--- src/rtl/cct_pkg.sv ---
package cct_pkg;
  localparam int unsigned ADDR_W = 3;
  localparam logic [ADDR_W-1:0] A_CTRL = 3'd0;
  localparam logic [ADDR_W-1:0] A_LIM  = 3'd1;
  localparam logic [ADDR_W-1:0] A_CMP  = 3'd2;
  localparam logic [ADDR_W-1:0] A_CNT  = 3'd3;
  localparam logic [ADDR_W-1:0] A_CAP  = 3'd4;
  localparam logic [ADDR_W-1:0] A_STS  = 3'd5;
  localparam logic [ADDR_W-1:0] A_IEN  = 3'd6;

  localparam int unsigned NUM_EV = 3;
  localparam int unsigned EV_LIM = 0;
  localparam int unsigned EV_CMP = 1;
  localparam int unsigned EV_CAP = 2;

  localparam int unsigned PSC_LSB = 4;

  typedef struct packed {
    logic [6:0] div;
    logic       src_gpio;
    logic       autoload;
    logic       run;
  } ctrl_t;
endpackage

--- src/rtl/cct_edge_sync.sv ---
module cct_edge_sync #(
  parameter int unsigned STAGES = 2
) (
  input  logic clk,
  input  logic rst_n,
  input  logic din,
  output logic rise
);
  logic [STAGES-1:0] chain;
  logic              prev;

  genvar g;
  generate
    for (g = 0; g < STAGES; g++) begin : g_stage
      if (g == 0) begin : g_first
        always_ff @(posedge clk or negedge rst_n) begin
          if (!rst_n) chain[0] <= 1'b0;
          else        chain[0] <= din;
        end
      end else begin : g_next
        always_ff @(posedge clk or negedge rst_n) begin
          if (!rst_n) chain[g] <= 1'b0;
          else        chain[g] <= chain[g-1];
        end
      end
    end
  endgenerate

  always_ff @(posedge clk or negedge rst_n) begin
    if (!rst_n) prev <= 1'b0;
    else        prev <= chain[STAGES-1];
  end

  assign rise = chain[STAGES-1] & ~prev;

  p_single_pulse_r5: assert property (@(posedge clk) disable iff (!rst_n)
    rise |=> !rise);
endmodule

--- src/rtl/cct_prescaler.sv ---
module cct_prescaler #(
  parameter int unsigned PSC_W = 7
) (
  input  logic             clk,
  input  logic             rst_n,
  input  logic             en,
  input  logic             src_evt,
  input  logic [PSC_W-1:0] div,
  output logic             tick
);
  logic [PSC_W-1:0] pre;

  assign tick = en && src_evt && (pre >= div);

  always_ff @(posedge clk or negedge rst_n) begin
    if (!rst_n)       pre <= '0;
    else if (!en)     pre <= '0;
    else if (src_evt) pre <= tick ? '0 : pre + 1'b1;
  end

  p_tick_needs_event_r4: assert property (@(posedge clk) disable iff (!rst_n)
    tick |-> (src_evt && en));
  p_idle_clears_r4: assert property (@(posedge clk) disable iff (!rst_n)
    !en |=> (pre == '0));
endmodule

--- src/rtl/cct_count_unit.sv ---
module cct_count_unit #(
  parameter int unsigned CNT_W = 32
) (
  input  logic             clk,
  input  logic             rst_n,
  input  logic             tick,
  input  logic             autoload,
  input  logic [CNT_W-1:0] lim,
  input  logic [CNT_W-1:0] cmp,
  input  logic             load,
  input  logic [CNT_W-1:0] load_val,
  input  logic             cap_evt,
  output logic [CNT_W-1:0] cnt,
  output logic [CNT_W-1:0] cap_val,
  output logic             out,
  output logic             hit_lim,
  output logic             hit_cmp
);
  logic [CNT_W-1:0] nxt;
  logic             at_lim;

  assign at_lim  = (cnt == lim);
  assign nxt     = at_lim ? (autoload ? '0 : cnt) : cnt + 1'b1;
  assign hit_lim = tick && !load && !at_lim && ((cnt + 1'b1) == lim);
  assign hit_cmp = tick && !load && (nxt != cnt) && (nxt == cmp);

  always_ff @(posedge clk or negedge rst_n) begin
    if (!rst_n)    cnt <= '0;
    else if (load) cnt <= load_val;
    else if (tick) cnt <= nxt;
  end

  always_ff @(posedge clk or negedge rst_n) begin
    if (!rst_n)       cap_val <= '0;
    else if (cap_evt) cap_val <= cnt;
  end

  always_ff @(posedge clk or negedge rst_n) begin
    if (!rst_n)       out <= 1'b0;
    else if (hit_cmp) out <= ~out;
  end

  p_step_r1: assert property (@(posedge clk) disable iff (!rst_n)
    (tick && !load && !at_lim) |=> (cnt == $past(cnt) + 1'b1));
  p_hold_at_limit_r2: assert property (@(posedge clk) disable iff (!rst_n)
    (!autoload && at_lim && !load) |=> (cnt == $past(cnt)));
  p_wrap_r3: assert property (@(posedge clk) disable iff (!rst_n)
    (autoload && tick && at_lim && !load) |=> (cnt == '0));
  p_toggle_r6: assert property (@(posedge clk) disable iff (!rst_n)
    hit_cmp |=> (out != $past(out)));
  p_capture_r7: assert property (@(posedge clk) disable iff (!rst_n)
    cap_evt |=> (cap_val == $past(cnt)));
endmodule

--- src/rtl/cc_timer.sv ---
module cc_timer
  import cct_pkg::*;
#(
  parameter int unsigned CNT_W  = 32,
  parameter int unsigned PSC_W  = 7,
  parameter int unsigned SYNC_N = 2
) (
  input  logic              clk,
  input  logic              rst_n,
  input  logic              reg_we,
  input  logic [ADDR_W-1:0] reg_addr,
  input  logic [31:0]       reg_wdata,
  output logic [31:0]       reg_rdata,
  input  logic              gpio_cnt_in,
  input  logic              gpio_cap_in,
  output logic              gpio_cmp_out,
  output logic              irq
);
  localparam int unsigned CTRL_W = PSC_LSB + PSC_W;

  ctrl_t             ctrl;
  logic [CNT_W-1:0]  lim_r, cmp_r, cnt, cap_val;
  logic [NUM_EV-1:0] sts, ien, ev_set, ev_clr;
  logic              cnt_rise, cap_rise, src_evt, tick, hit_lim, hit_cmp;

  always_ff @(posedge clk or negedge rst_n) begin
    if (!rst_n) begin
      ctrl  <= '0;
      lim_r <= '1;
      cmp_r <= '1;
      ien   <= '0;
    end else if (reg_we) begin
      case (reg_addr)
        A_CTRL: begin
          ctrl.run      <= reg_wdata[0];
          ctrl.autoload <= reg_wdata[1];
          ctrl.src_gpio <= reg_wdata[2];
          ctrl.div      <= reg_wdata[CTRL_W-1:PSC_LSB];
        end
        A_LIM:   lim_r <= reg_wdata[CNT_W-1:0];
        A_CMP:   cmp_r <= reg_wdata[CNT_W-1:0];
        A_IEN:   ien   <= reg_wdata[NUM_EV-1:0];
        default: ;
      endcase
    end
  end

  cct_edge_sync #(.STAGES(SYNC_N)) u_cnt_sync (
    .clk(clk), .rst_n(rst_n), .din(gpio_cnt_in), .rise(cnt_rise));
  cct_edge_sync #(.STAGES(SYNC_N)) u_cap_sync (
    .clk(clk), .rst_n(rst_n), .din(gpio_cap_in), .rise(cap_rise));

  assign src_evt = ctrl.src_gpio ? cnt_rise : 1'b1;

  cct_prescaler #(.PSC_W(PSC_W)) u_psc (
    .clk(clk), .rst_n(rst_n), .en(ctrl.run), .src_evt(src_evt),
    .div(ctrl.div), .tick(tick));

  cct_count_unit #(.CNT_W(CNT_W)) u_cnt (
    .clk(clk), .rst_n(rst_n), .tick(tick), .autoload(ctrl.autoload),
    .lim(lim_r), .cmp(cmp_r),
    .load(reg_we && (reg_addr == A_CNT)), .load_val(reg_wdata[CNT_W-1:0]),
    .cap_evt(cap_rise), .cnt(cnt), .cap_val(cap_val), .out(gpio_cmp_out),
    .hit_lim(hit_lim), .hit_cmp(hit_cmp));

  always_comb begin
    ev_set         = '0;
    ev_set[EV_LIM] = hit_lim;
    ev_set[EV_CMP] = hit_cmp;
    ev_set[EV_CAP] = cap_rise;
    ev_clr         = (reg_we && reg_addr == A_STS) ? reg_wdata[NUM_EV-1:0] : '0;
  end

  always_ff @(posedge clk or negedge rst_n) begin
    if (!rst_n) sts <= '0;
    else        sts <= (sts & ~ev_clr) | ev_set;
  end

  assign irq = |(sts & ien);

  always_comb begin
    reg_rdata = '0;
    case (reg_addr)
      A_CTRL: begin
        reg_rdata[0]                = ctrl.run;
        reg_rdata[1]                = ctrl.autoload;
        reg_rdata[2]                = ctrl.src_gpio;
        reg_rdata[CTRL_W-1:PSC_LSB] = ctrl.div;
      end
      A_LIM:   reg_rdata[CNT_W-1:0]  = lim_r;
      A_CMP:   reg_rdata[CNT_W-1:0]  = cmp_r;
      A_CNT:   reg_rdata[CNT_W-1:0]  = cnt;
      A_CAP:   reg_rdata[CNT_W-1:0]  = cap_val;
      A_STS:   reg_rdata[NUM_EV-1:0] = sts;
      A_IEN:   reg_rdata[NUM_EV-1:0] = ien;
      default: reg_rdata = '0;
    endcase
  end

  p_sticky_r8: assert property (@(posedge clk) disable iff (!rst_n)
    (sts[EV_LIM] && !ev_clr[EV_LIM]) |=> sts[EV_LIM]);
  p_set_wins_r8: assert property (@(posedge clk) disable iff (!rst_n)
    ev_set[EV_CAP] |=> sts[EV_CAP]);
  p_irq_needs_enable_r9: assert property (@(posedge clk) disable iff (!rst_n)
    (ien == '0) |-> !irq);
endmodule

--- config.mk ---
export PLATFORM = sky130hd
export DESIGN_NAME = cc_timer
export DESIGN_NICKNAME = d
export VERILOG_FILES = /design/src/rtl/cct_pkg.sv /design/src/rtl/cct_edge_sync.sv /design/src/rtl/cct_prescaler.sv /design/src/rtl/cct_count_unit.sv /design/src/rtl/cc_timer.sv
export SDC_FILE = /design/constraint.sdc
export NUM_CORES = 1
export LEC_CHECK = 0
export BUFFER_PORTS_ARGS = -buffer_cell sky130_fd_sc_hd__clkbuf_2
export CAP_MARGIN = 20
export CELL_PAD_IN_SITES_DETAIL_PLACEMENT = 1
export CELL_PAD_IN_SITES_GLOBAL_PLACEMENT = 2
export CORE_MARGIN = 2
export CORE_UTILIZATION = 40
export DETAILED_ROUTE_END_ITERATION = 8
export MAX_ROUTING_LAYER = met4
export PLACE_DENSITY = 0.88
export SLEW_MARGIN = 15
export SYNTH_ARGS = -nofsm -noshare
export SYNTH_HDL_FRONTEND = slang
export SYNTH_HIERARCHICAL = 1
export SYNTH_SLANG_ARGS = --single-unit
--- constraint.sdc ---
create_clock -name clk -period 4.3 [get_ports clk]
set_input_delay 0.43 -clock clk [delete_from_list [all_inputs] [get_ports clk]]
set_output_delay 0.43 -clock clk [all_outputs]
set_load 0.02 [all_outputs]
# Yosys cells after proc, flatten, opt, wreduce, memory -nomap -nowiden

Index checks and enable logic that the tools add are counted.

Register bits: 158
Output and inout bits: 34

Add/subtract/negate cells: 2
Mux-type cells: 13
Reduce and logical (&&, ||, !) cells: 18
Equality and inequality tests: 11
Bitwise operators: 9
$lt $le $gt $ge: 1

Operators by type and width:

| kind                    | number |
|---|---|
| $mux W32                | 4 |
| $eq A32 B32 Y1          | 3 |
| $pmux W21 S4            | 1 |
| $pmux W7 S5             | 1 |
| $add A32 B1 Y32 const B | 1 |
| $ne A32 B32 Y1          | 1 |
| $mux W7                 | 3 |
| $pmux W3 S7             | 1 |
| $eq A3 B3 Y1 const B    | 3 |
| $logic_and A1 B1 Y1     | 9 |
| $reduce_and A2 Y1       | 4 |
| $add A7 B1 Y7 const B   | 1 |
| $ge A7 B7 Y1            | 1 |
| $and A3 B3 Y3           | 2 |
| $eq A3 B2 Y1 const B    | 2 |
| $pmux W1 S4             | 1 |
| $eq A3 B1 Y1 const B    | 1 |
| $logic_not A3 Y1        | 1 |
| $mux W3                 | 1 |
| $not A1 Y1              | 3 |
| $not A3 Y3              | 1 |
| $or A3 B3 Y3            | 1 |
| $reduce_or A3 Y1        | 1 |
| $and A1 B1 Y1           | 2 |
| other kinds (4)         | 5 |

# Depth between registers and ports, before layout

Word-level depth: 9
Mapped depth: 15
Gate-level depth less buffers: 13

# Hierarchy

Netlist, hierarchy kept.

By module, submodules not included:

| module         | cells each | times used | sequential area each (µm²) | area each (µm²) |
|---|---|---|---|---|
| cct_count_unit | 726        | 1          | 1626.6                     | 5895.7 |
| cc_timer       | 365        | 1          | 2082.0                     | 4475.5 |
| cct_prescaler  | 59         | 1          | 175.2                      | 559.3 |
| cct_edge_sync  | 4          | 2          | 75.1                       | 88.8 |

# Worst setup path before layout

OpenSTA, ideal clock, no wires.

Path type: register to register
Start: register u_cnt.cnt[10]
End: register u_cnt.out
Arrival time: 2880 ps
Setup time: 76 ps
Stages on the path, launching flop included: 13
Buffers on the path: 2
Slack: 1344 ps
Cells stage by stage: dfrtp_1 > clkbuf_1 > and3_1 > and4_1 > buf_2 > nand4_1 > nor3_2 > xnor2_1 > o21ai_0 > a221o_1 > nor4_1 > and4_4 > xor2_2

Cells in the longest elaborated chain, start to end: 5

Ends and longest elaborated chain:

| item                                    | line                 | source |
|---|---|---|
| from (decl)                             | cct_count_unit.sv:13 | `output logic [CNT_W-1:0] cnt,` |
| from (signal assigned)                  | cct_count_unit.sv:29 | `else if (load) cnt <= load_val;` |
| from (signal assigned)                  | cct_count_unit.sv:30 | `else if (tick) cnt <= nxt;` |
| $add A32 B1 Y32 (tied with other cells) | cct_count_unit.sv:23 | `assign nxt = at_lim ? (autoload ? '0 : cnt) : cnt + 1'b1;` |
| $mux W32                                | cct_count_unit.sv:23 |  |
| $ne A32 B32 Y1                          | cct_count_unit.sv:25 | `assign hit_cmp = tick && !load && (nxt != cnt) && (nxt == cmp);` |
| $logic_and A1 B1 Y1                     | cct_count_unit.sv:25 |  |
| $logic_and A1 B1 Y1 (*)                 | cct_count_unit.sv:25 |  |
| net hit_cmp                             | cc_timer.sv:24       | `logic cnt_rise, cap_rise, src_evt, tick, hit_lim, hit_cmp;` |
| to (signal assigned)                    | cct_count_unit.sv:40 | `else if (hit_cmp) out <= ~out;` |
| to (decl)                               | cct_count_unit.sv:15 | `output logic out,` |

The timed path passes the listed nets; every way through them passes the cells marked *.
A chain may end at the register's enable or synchronous reset.

# Worst setup path after layout

Start: register u_cnt.cnt[0]
End: register u_cnt.out

Same word-level chain as after synthesis.

==> results.tsv <==
metric	value	unit
chip width	171	um
Yosys top cell area share	0.212	
worst r2r src	u_cnt/cnt[0]$_DFFE_PN0P_	
Fmax achieved	0.244	GHz
Required @ worst endpoint	4.65	ns
CP Max Fanout	15	
fillers	3142	
XOR/XNOR Fraction of Synth Area	0.0675	
IO Port Bufs	73	
mux cell area share after synthesis	0.166	
Synth Area in Adders	0.0101	
final slew viol count	0	
Total Power	0.00587	W
YS warnings	6	
Avg Vias per Cell	6.02	
reg2reg setup slack	0.19	ns
main flop type after synthesis	dfrtp_1	
Hold Fails Final Rpt	3	
post-synthesis simple-gate area fraction	0.180	
layout net count	1268	
Post-Syn Area	0.0111	mm2
average wire per standard cell	24.8	um
register area	0.00403	mm2
Worst-path clk slew	0.07	ns
mean post-synth cell area	9.59	um2
max-cap viol count	0	
R2R depth	10	
peak supply drop	0.000262	V
Post-DP Area	0.0119	mm2
clk_skew	0.0177	ns
worst hold slack	-0.0175	ns
Hold-fix buffers, CTS	0	
total gr overflow	0	
setup TNS	0	ns
largest net degree at the start of global routing	91	
Post-CTS Setup Inserts	0	
core area	0.0276	mm2
ys async rst share	1.00	
Clock Sinks	158	
vias in the first global route	9949	
via count	9700	
power density over cell area	469	mW/mm2
drt pass-1 iters	5	
RSZ-0062 raised after global routing	false	
arrival time worst endpoint	4.46	ns
Worst Tran Pin Value	0.902	ns
Total Routing Usage GR	0.290	
row cnt	61	
drt drc	0	
CP startpoint	u_cnt/cnt[0]$_DFFE_PN0P_	
layout cells sized above 1	0.314	
# setup viols final	0	
PostCTS Resize Cnt	0	
final wirelength	40000	um
Yosys reg bits	158	
Syn Nets	1207	
commonest cells in the netlist	nand2_1 (131), dfrtp_1 (94), mux2_2 (81), o21ai_0 (73), dfstp_2 (64)	
main combinational cell family by area after synthesis	simple AND/OR/NAND/NOR gates	
Clock Tree Buf Depth	2	
global placer's final weighted congestion	1.01	
first-pass GRT wire length	61800	um
status	complete, but fails checks	
Leak	5.06	nW
Top Ports	74	
Final Cycle Share	0.955	
CTS tree	done	
post-DP HPWL	28800	um
Mapped Cells	1158	
Final ANT Viol Nets	0	
Chip Height	171	um
die area	0.0291	mm2
failing checks	negative hold slack	
post-route cell area	0.0125	mm2
EDFF count, synth	0	
register area share after synthesis	0.363	
Area Overhead vs Synth	12.7	%
H-tree Lvls	4	
initial antenna violation count	2	
Yosys cell types	89	
crit end category	register	
Initial DRC Count	871	
Worst Hold Class	in -> async	
Critical Path Start Type	register	
cts bufs inserted	17	
cell taking the most area after synthesis	dfrtp_1	
synth top area cells	dfrtp_1 (21%), dfstp_2 (15%), mux2_2 (8.2%)	
Synth Area in Compound Gates	0.155	
Initial Util	0.403	
Multi-input gate area	0.00645	mm2
clk root buf	clkbuf_16	
reg-to-reg endpoint	u_cnt/out$_DFFE_PN0P_	
post-layout min period	4.11	ns
critical path class	reg -> reg	
Worst-Skew Late Latency	0.44	ns
top-count cell post-synth	nand2_1	
Rel. slew slack	0.399	
-- per-layer routing --
layer  vias up  part of all wire  GRT usage
met5         -                 0          -
met4         0             0.027     0.0884
met2       310              0.47      0.456
li1       4343                 -          -
met1      4982              0.44      0.383
met3        65             0.060     0.0497
-- critical path, cell delays in order (launching register included) --
cell       delay [ns]
dfrtp_1          0.55
xnor2_1          0.56
nor4b_2          0.41
and4_1           0.46
nand2_2          0.34
buf_4            0.31
a221oi_1         0.28
o2111ai_1        0.23
nor4b_2          0.42
and4_4           0.32
xor2_2           0.13
-- power by group --
part | switching (W) | internal [W]
clock | 0.000667 | 0.000909
combinational | 0.00121 | 0.000879
sequential | 0.000335 | 0.00187
total | 0.00222 | 0.00366
-- worst max path at each step --
stage	end
global placement	u_cnt/out$_DFFE_PN0P_
detailed placement	u_cnt/out$_DFFE_PN0P_
CTS	u_cnt/out$_DFFE_PN0P_
global route	u_cnt/out$_DFFE_PN0P_
floorplan	u_cnt/out$_DFFE_PN0P_
finish	u_cnt/out$_DFFE_PN0P_
-- sequential cells by signal (all words and copies together), names as in the netlist --
| signal | cells |
|---|---|
| cmp_r | 32 |
| lim_r | 32 |
| u_cnt/cap_val | 32 |
| u_cnt/cnt | 32 |
| ctrl | 10 |
| u_psc/pre | 7 |
| ien | 3 |
| sts | 3 |
| u_cap_sync/chain | 2 |
| u_cnt_sync/chain | 2 |
| u_cap_sync/prev | 1 |
| u_cnt/out | 1 |
| u_cnt_sync/prev | 1 |
-- cell families (layout without fill, tap and decap cells) --
group           Yosys count  after routing
xor+xnor                 83             83
compound gates          257            257
flops                   158            158
fa+ha+maj                 9              9
simple gates            373            373
other cells               0              1
mux                     159            159
buf+inv                 119            193
-- placed cells by master (no fill, tap or decap), types with 8 or more instances in the layout --
cell type,count
a21o_1,11
a21oi_1,56
a221oi_1,8
a22oi_1,19
and3_1,18
buf_4,65
clkbuf_16,17
clkbuf_2,71
dfrtp_1,94
dfstp_2,64
ha_1,9
inv_1,23
mux2_2,81
mux2_4,30
mux2i_1,46
nand2_1,131
nand2b_1,14
nand3_1,25
nand4_1,25
nor2_1,56
nor3_1,19
nor4_1,22
o21ai_0,73
o221ai_1,24
xnor2_1,47
xor2_1,33
-- cell type report --
cell class	count	share of cell area
multi-input combinational	881	0.515
sequential	158	0.322
timing repair buffer	138	0.0699
tap	378	0.0378
clock buffer	21	0.0376
clock inverter	11	0.0104
inverter	23	0.00690
antenna	1	0.000200
-- per-stage QoR --
step / util / worst slack [ns] / std cells / hold slack, ns
6_report: 0.454 / 0.195 / 1611 / -0.0175
5_1_grt: 0.454 / 0.0806 / 1611 / 0.0297
4_1_cts: 0.454 / 0.238 / 1610 / 0.0128
3_5_place_dp: 0.433 / 0.262 / 1578 / 0.342
3_3_place_gp: 0.433 / 0.334 / 1578 / 0.335
2_1_floorplan: - / 1.34 / 1158 / 0.134
Power figures use the tool's default switching activity.
